`src/rtl/hash_fe_pkg.sv`:
```
package hash_fe_pkg;
  typedef enum logic [1:0] {
    ALG_SHA1   = 2'd0,
    ALG_SHA256 = 2'd1,
    ALG_SHA384 = 2'd2,
    ALG_SHA512 = 2'd3
  } algo_e;

  localparam int unsigned OFS_STATUS = 'h1C;
  localparam int unsigned OFS_SRC    = 'h20;
  localparam int unsigned OFS_CMD    = 'h30;
  localparam int unsigned NUM_PTRS   = 4;

  localparam int unsigned ST_BUSY    = 0;
  localparam int unsigned ST_EBUSY   = 1;
  localparam int unsigned ST_EALGO   = 2;
  localparam int unsigned ST_IRQ     = 9;
  localparam int unsigned ST_OVF     = 23;

  localparam int unsigned CMD_BE     = 3;
  localparam int unsigned CMD_ACCUM  = 8;
endpackage

```
`src/rtl/hash_fe_decode.sv`:
```
module hash_fe_decode
  import hash_fe_pkg::*;
#(
  parameter int unsigned DW = 32
) (
  input  logic [DW-1:0] cmd_i,
  output algo_e         algo_o,
  output logic          legal_o
);
  logic [3:0] sel;
  assign sel = {cmd_i[10], cmd_i[6], cmd_i[5], cmd_i[4]};

  always_comb begin
    legal_o = 1'b1;
    algo_o  = ALG_SHA1;
    unique case (sel)
      4'b0010: algo_o = ALG_SHA1;
      4'b0101: algo_o = ALG_SHA256;
      4'b1110: algo_o = ALG_SHA384;
      4'b0110: algo_o = ALG_SHA512;
      default: legal_o = 1'b0;
    endcase
  end
endmodule

```
`src/rtl/hash_fe_ptrs.sv`:
```
module hash_fe_ptrs
  import hash_fe_pkg::*;
#(
  parameter int unsigned DW = 32,
  parameter int unsigned AW = 8
) (
  input  logic                    clk_i,
  input  logic                    rst_ni,
  input  logic                    wr_en_i,
  input  logic [AW-1:0]           addr_i,
  input  logic [DW-1:0]           wdata_i,
  output logic [NUM_PTRS-1:0]     hit_o,
  output logic [NUM_PTRS*DW-1:0]  regs_o
);
  for (genvar g = 0; g < NUM_PTRS; g++) begin : g_reg
    logic [DW-1:0] q;
    assign hit_o[g] = (addr_i == AW'(OFS_SRC + 4 * g));
    always_ff @(posedge clk_i or negedge rst_ni) begin
      if (!rst_ni)                  q <= '0;
      else if (wr_en_i && hit_o[g]) q <= wdata_i;
    end
    assign regs_o[g*DW +: DW] = q;
  end
endmodule

```
`src/rtl/hash_fe_ctrl.sv`:
```
module hash_fe_ctrl
  import hash_fe_pkg::*;
#(
  parameter int unsigned DW = 32
) (
  input  logic          clk_i,
  input  logic          rst_ni,
  input  logic          cmd_wr_i,
  input  logic          legal_i,
  input  logic          st_wr_i,
  input  logic [DW-1:0] wdata_i,
  input  logic          done_i,
  input  logic          ovf_i,
  output logic          accept_o,
  output logic          start_o,
  output logic [DW-1:0] status_o
);
  logic busy_q, ebusy_q, ealgo_q, irq_q, ovf_q;
  logic [DW-1:0] clr;

  assign clr      = st_wr_i ? wdata_i : '0;
  assign accept_o = cmd_wr_i && !busy_q && legal_i;

  always_ff @(posedge clk_i or negedge rst_ni) begin
    if (!rst_ni) begin
      busy_q  <= 1'b0;
      start_o <= 1'b0;
      ebusy_q <= 1'b0;
      ealgo_q <= 1'b0;
      irq_q   <= 1'b0;
      ovf_q   <= 1'b0;
    end else begin
      start_o <= accept_o;
      // clears first, sets override
      ebusy_q <= (ebusy_q && !clr[ST_EBUSY]) || (cmd_wr_i && busy_q);
      ealgo_q <= (ealgo_q && !clr[ST_EALGO]) || (cmd_wr_i && !busy_q && !legal_i);
      ovf_q   <= (ovf_q && !clr[ST_OVF]) || ovf_i;
      irq_q   <= (irq_q && !clr[ST_IRQ]) || (busy_q && done_i);
      if (accept_o)               busy_q <= 1'b1;
      else if (busy_q && done_i)  busy_q <= 1'b0;
    end
  end

  always_comb begin
    status_o           = '0;
    status_o[ST_BUSY]  = busy_q;
    status_o[ST_EBUSY] = ebusy_q;
    status_o[ST_EALGO] = ealgo_q;
    status_o[ST_IRQ]   = irq_q;
    status_o[ST_OVF]   = ovf_q;
  end

  p_start_idle_r3: assert property (@(posedge clk_i) disable iff (!rst_ni)
    start_o |-> !$past(busy_q));
  p_busy_rise_r6: assert property (@(posedge clk_i) disable iff (!rst_ni)
    $rose(busy_q) |-> start_o);
  p_irq_on_fall_r7: assert property (@(posedge clk_i) disable iff (!rst_ni)
    $fell(busy_q) |-> irq_q);
  p_ovf_sticky_r9: assert property (@(posedge clk_i) disable iff (!rst_ni)
    ($past(ovf_i) || ($past(ovf_q) && !$past(clr[ST_OVF]))) |-> ovf_q);
endmodule

```
`src/rtl/hash_cmd_front.sv`:
```
module hash_cmd_front
  import hash_fe_pkg::*;
#(
  parameter int unsigned DW = 32,
  parameter int unsigned AW = 8
) (
  input  logic          clk_i,
  input  logic          rst_ni,
  input  logic          wr_en_i,
  input  logic [AW-1:0] addr_i,
  input  logic [DW-1:0] wdata_i,
  output logic [DW-1:0] rdata_o,
  input  logic          engine_done_i,
  input  logic          engine_ovf_i,
  output logic          start_o,
  output logic [1:0]    algo_o,
  output logic          accum_o,
  output logic          big_endian_o,
  output logic [DW-1:0] src_addr_o,
  output logic [DW-1:0] digest_addr_o,
  output logic [DW-1:0] key_addr_o,
  output logic [DW-1:0] length_o,
  output logic          irq_o
);
  logic [NUM_PTRS-1:0]    hit;
  logic [NUM_PTRS*DW-1:0] regs;
  logic [DW-1:0]          status, cmd_q;
  algo_e                  algo_dec, algo_q;
  logic                   legal, accept, cmd_wr, st_wr;

  assign cmd_wr = wr_en_i && (addr_i == AW'(OFS_CMD));
  assign st_wr  = wr_en_i && (addr_i == AW'(OFS_STATUS));

  hash_fe_ptrs #(.DW(DW), .AW(AW)) u_ptrs (
    .clk_i, .rst_ni, .wr_en_i, .addr_i, .wdata_i,
    .hit_o(hit), .regs_o(regs)
  );

  hash_fe_decode #(.DW(DW)) u_dec (
    .cmd_i(wdata_i), .algo_o(algo_dec), .legal_o(legal)
  );

  hash_fe_ctrl #(.DW(DW)) u_ctrl (
    .clk_i, .rst_ni,
    .cmd_wr_i(cmd_wr), .legal_i(legal), .st_wr_i(st_wr), .wdata_i,
    .done_i(engine_done_i), .ovf_i(engine_ovf_i),
    .accept_o(accept), .start_o, .status_o(status)
  );

  always_ff @(posedge clk_i or negedge rst_ni) begin
    if (!rst_ni) begin
      cmd_q  <= '0;
      algo_q <= ALG_SHA1;
    end else if (accept) begin
      cmd_q  <= wdata_i;
      algo_q <= algo_dec;
    end
  end

  assign algo_o        = algo_q;
  assign accum_o       = cmd_q[CMD_ACCUM];
  assign big_endian_o  = cmd_q[CMD_BE];
  assign src_addr_o    = regs[0*DW +: DW];
  assign digest_addr_o = regs[1*DW +: DW];
  assign key_addr_o    = regs[2*DW +: DW];
  assign length_o      = regs[3*DW +: DW];
  assign irq_o         = status[ST_IRQ];

  always_comb begin
    rdata_o = '0;
    if (addr_i == AW'(OFS_STATUS)) rdata_o = status;
    if (addr_i == AW'(OFS_CMD))    rdata_o = cmd_q;
    for (int i = 0; i < NUM_PTRS; i++)
      if (hit[i]) rdata_o = regs[i*DW +: DW];
  end

  p_legal_start_r5: assert property (@(posedge clk_i) disable iff (!rst_ni)
    start_o |-> $past(cmd_wr && legal));
  p_hold_cmd_r4: assert property (@(posedge clk_i) disable iff (!rst_ni)
    !start_o |-> $stable(cmd_q));
endmodule

```
`config.mk`:
```
export PLATFORM = sky130hd
export DESIGN_NAME = hash_cmd_front
export DESIGN_NICKNAME = d
export VERILOG_FILES = /design/src/rtl/hash_fe_pkg.sv /design/src/rtl/hash_fe_decode.sv /design/src/rtl/hash_fe_ptrs.sv /design/src/rtl/hash_fe_ctrl.sv /design/src/rtl/hash_cmd_front.sv
export SDC_FILE = /design/constraint.sdc
export NUM_CORES = 1
export LEC_CHECK = 0
export BUFFER_PORTS_ARGS = -buffer_cell sky130_fd_sc_hd__buf_2
export CORE_ASPECT_RATIO = 2
export CORE_MARGIN = 2
export CORE_UTILIZATION = 30
export DETAILED_ROUTE_END_ITERATION = 16
export HOLD_SLACK_MARGIN = 0.05
export PLACE_DENSITY = 0.53
export SYNTH_ARGS = -nofsm -noshare
export SYNTH_HDL_FRONTEND = slang
export SYNTH_SLANG_ARGS = --single-unit
```
`constraint.sdc`:
```
create_clock -name clk_i -period 1.45 [get_ports clk_i]
set_input_delay 0.0725 -clock clk_i [delete_from_list [all_inputs] [get_ports clk_i]]
set_output_delay 0.0725 -clock clk_i [all_outputs]
set_load 0.01 [all_outputs]
```
==> metrics <==
outcome complete, but fails checks; failing checks setup timing; DRT Pass-1 Iters 5; DR vias/cell roughly 4.9; crit start category input port; instance count of the mapped netlist 627; worst hold-check path type input port to asynchronous set/reset pin; routability cong. 0.789; Crit Path Max Fanout 7; drt total wl 25800 um; WL/cell 19.9 um; period utilization 113%; Via Count 6296; first-pass GRT wire length 40300 um; syn_nets 672; area of placed instances 10000 um^2; cell area power density 930 nW/um^2; Max Root-Sink Buffers 2; Lkg Pwr 0.00610 uW; die extent in x 120 um; Die ar. 28300 um^2; io pins 211; DRC viols 0; row count 85; highest routed layer met4; fin area 11500 um^2; worst-skew pair later-pin latency 0.45 ns; CTS tree done; Syn Std Cell Area roughly 8100 um^2; arrival time at the worst endpoint 1.57 ns; vias in the first global route 6715; clock skew 0.00573 ns; CP Class input port to output port; CP required 1.38 ns; placed cells 1211; WL met2 12000 um; met3 routed WL 1810 um; total clock sinks 168; max-slew violation count 0; Port Buffers 210; fmax 0.610 GHz; final worst setup slack -0.189 ns; wire length on met1 11500 um; #FFs+latches synth 168; Final ANT Viol Nets 0; Post-Route Utilization approximately 43%; RSZ-0062 raised after global routing true; Die Y around 240 um; maxcap violations 0; largest net degree at the start of global routing 37; Crit. End Element output port; clock root cell clkbuf_16; final hold violation count 0; clock slew at reported path FFs 0.06 ns; most frequent cells in the layout buf_2, dfrtp_1, mux2_2, buf_4, mux2_4; core area 26700 um^2; DP HPWL 17800 um; initial antenna violation count 1; hold_ws approximately 0.092 ns; non-filler cells, final 1294; post-synth cell types 46; CTS H-tree lvls 4; register area share after synthesis 52.1%; share of cells above drive strength 1 53.1%; total gr overflow 0; syn_area_per_cell 12.9 um^2; yosys synthesis warning count 0; maximum vdd drop 717 uV; Initial Utilization 30.2%; area delta synth->final 42.1%; Slew HR between 70% and 80%; fin crit period 1.64 ns; CTS Buf Count 17; Overall Global Routing Usage 18.7%; final net count 978; commonest non-fill, non-tap cell in the layout buf_2; pre-CTS setup slack -0.316 ns; actual slew at the worst max-slew pin 0.430 ns; First DRT Iteration DRCs about 310; Setup violations, final 45
-- worst paths after layout --
path	from	end	slack, ns	cells past startpoint
setup / recovery	addr_i[1]	rdata_o[11]	-0.19	9
hold / removal	rst_ni	u_ptrs.g_reg[3].q[2]	0.09	2
setup reg to reg	u_ctrl.busy_q	cmd_q[13]	-0.03	5
hold reg to reg	cmd_q[9]	cmd_q[9]	0.48	1
max in group asynchronous	rst_ni	u_ptrs.g_reg[3].q[13]	0.78	3
min in group clk_i	wr_en_i	u_ctrl.ebusy_q	0.13	3
-- critical path, cell delays in order --
cell and delay, ns:
buf_8 0.10, nor4_4 0.24, buf_4 0.16, and4b_2 0.28
buf_6 0.15, nand2_8 0.09, buf_12 0.18, a2bb2oi_2 0.13
buf_2 0.14
-- synthesized netlist by cell type, drive strengths merged --
library cell	count	area [um^2]
nor3	1	5.00
nor3b	1	7.51
a22o	5	43.8
nand2	10	37.5
o21ai	59	295
o22ai	2	12.5
nand3	6	30.0
and4	2	20.0
nand3b	1	7.51
a21oi	8	40.0
a211oi	1	7.51
and4b	1	10.0
a211o	1	8.76
and2	27	169
inv	6	22.5
a31oi	1	6.26
mux2	157	1880
o211ai	1	7.51
mux2i	35	350
nand4	3	40.0
a21o	2	15.0
a22oi	3	22.5
and3	2	12.5
a32o	1	10.0
nor2b	8	50.1
nand2b	6	37.5
nor2	28	105
nor4b	1	23.8
a2bb2oi	27	236
dfrtp	168	4200
and3b	1	8.76
o2bb2ai	4	35.0
nor4	3	40.0
buf	27	201
clkbuf	18	67.6
-- area by class of cell --
class / instances / area, um^2
Fill cell: 2515 / 15200
Inverter: 6 / 22.5
Timing Repair Buffer: 332 / 2400
Clock buffer: 17 / 425
Multi-Input combinational cell: 408 / 3840
Antenna cell: 1 / 2.50
Tap cell: 348 / 435
Clock inverter: 14 / 140
Sequential cell: 168 / 4200
-- layer usage --
metal	up-vias	track usage (%)
li1	2886	-
met1	3184	24.6
met2	203	30.1
met3	23	5.90
met4	0	4.39
met5	-	0
-- flip-flops by register name, summed over array words and instances, names as in the netlist --
signal / count
algo_o: 2
u_ctrl.busy_q: 1
u_ctrl.irq_q: 1
u_ctrl.ebusy_q: 1
u_ctrl.start_o: 1
u_ctrl.ovf_q: 1
u_ptrs.g.q: 128
u_ctrl.ealgo_q: 1
cmd_q: 32
-- timing repair --
action	4_1_cts	5_1_grt
resized for setup	69	31
endpoints found under the hold margin	326	0
endpoints found under the setup margin	55	58
pin swaps	9	5
hold buffers	37	0
setup buffers	8	4
gates cloned	2	1
-- logic make-up after synthesis --
| group | after synthesis | synth area share, % |
|---|---|---|
| AND/OR/NAND/NOR | 101 | 7.49 |
| AO/OA/AOI/OAI | 115 | 9.18 |
| flip-flops | 168 | 52.1 |
| buffers and inverters | 51 | 3.61 |
| multiplexers | 192 | 27.6 |
-- metrics by stage --
step | power [uW] | TNS [ns]
finish | 10700 | -5.18
global route | 11100 | -7.54
detailed placement | 6190 | -35.88
floorplan | 5530 | -1.04
global placement | 6170 | -34.38
CTS | 10800 | -5.60
-- power breakdown --
group | total [uW] | internal (uW) | switching [uW]
clock network | 4440 | 2400 | 2040
logic | 1200 | 591 | 604
registers | 5030 | 4870 | 155
total | 10700 | 7860 | 2800
No activity file was read; power rests on OpenSTA's default activity.
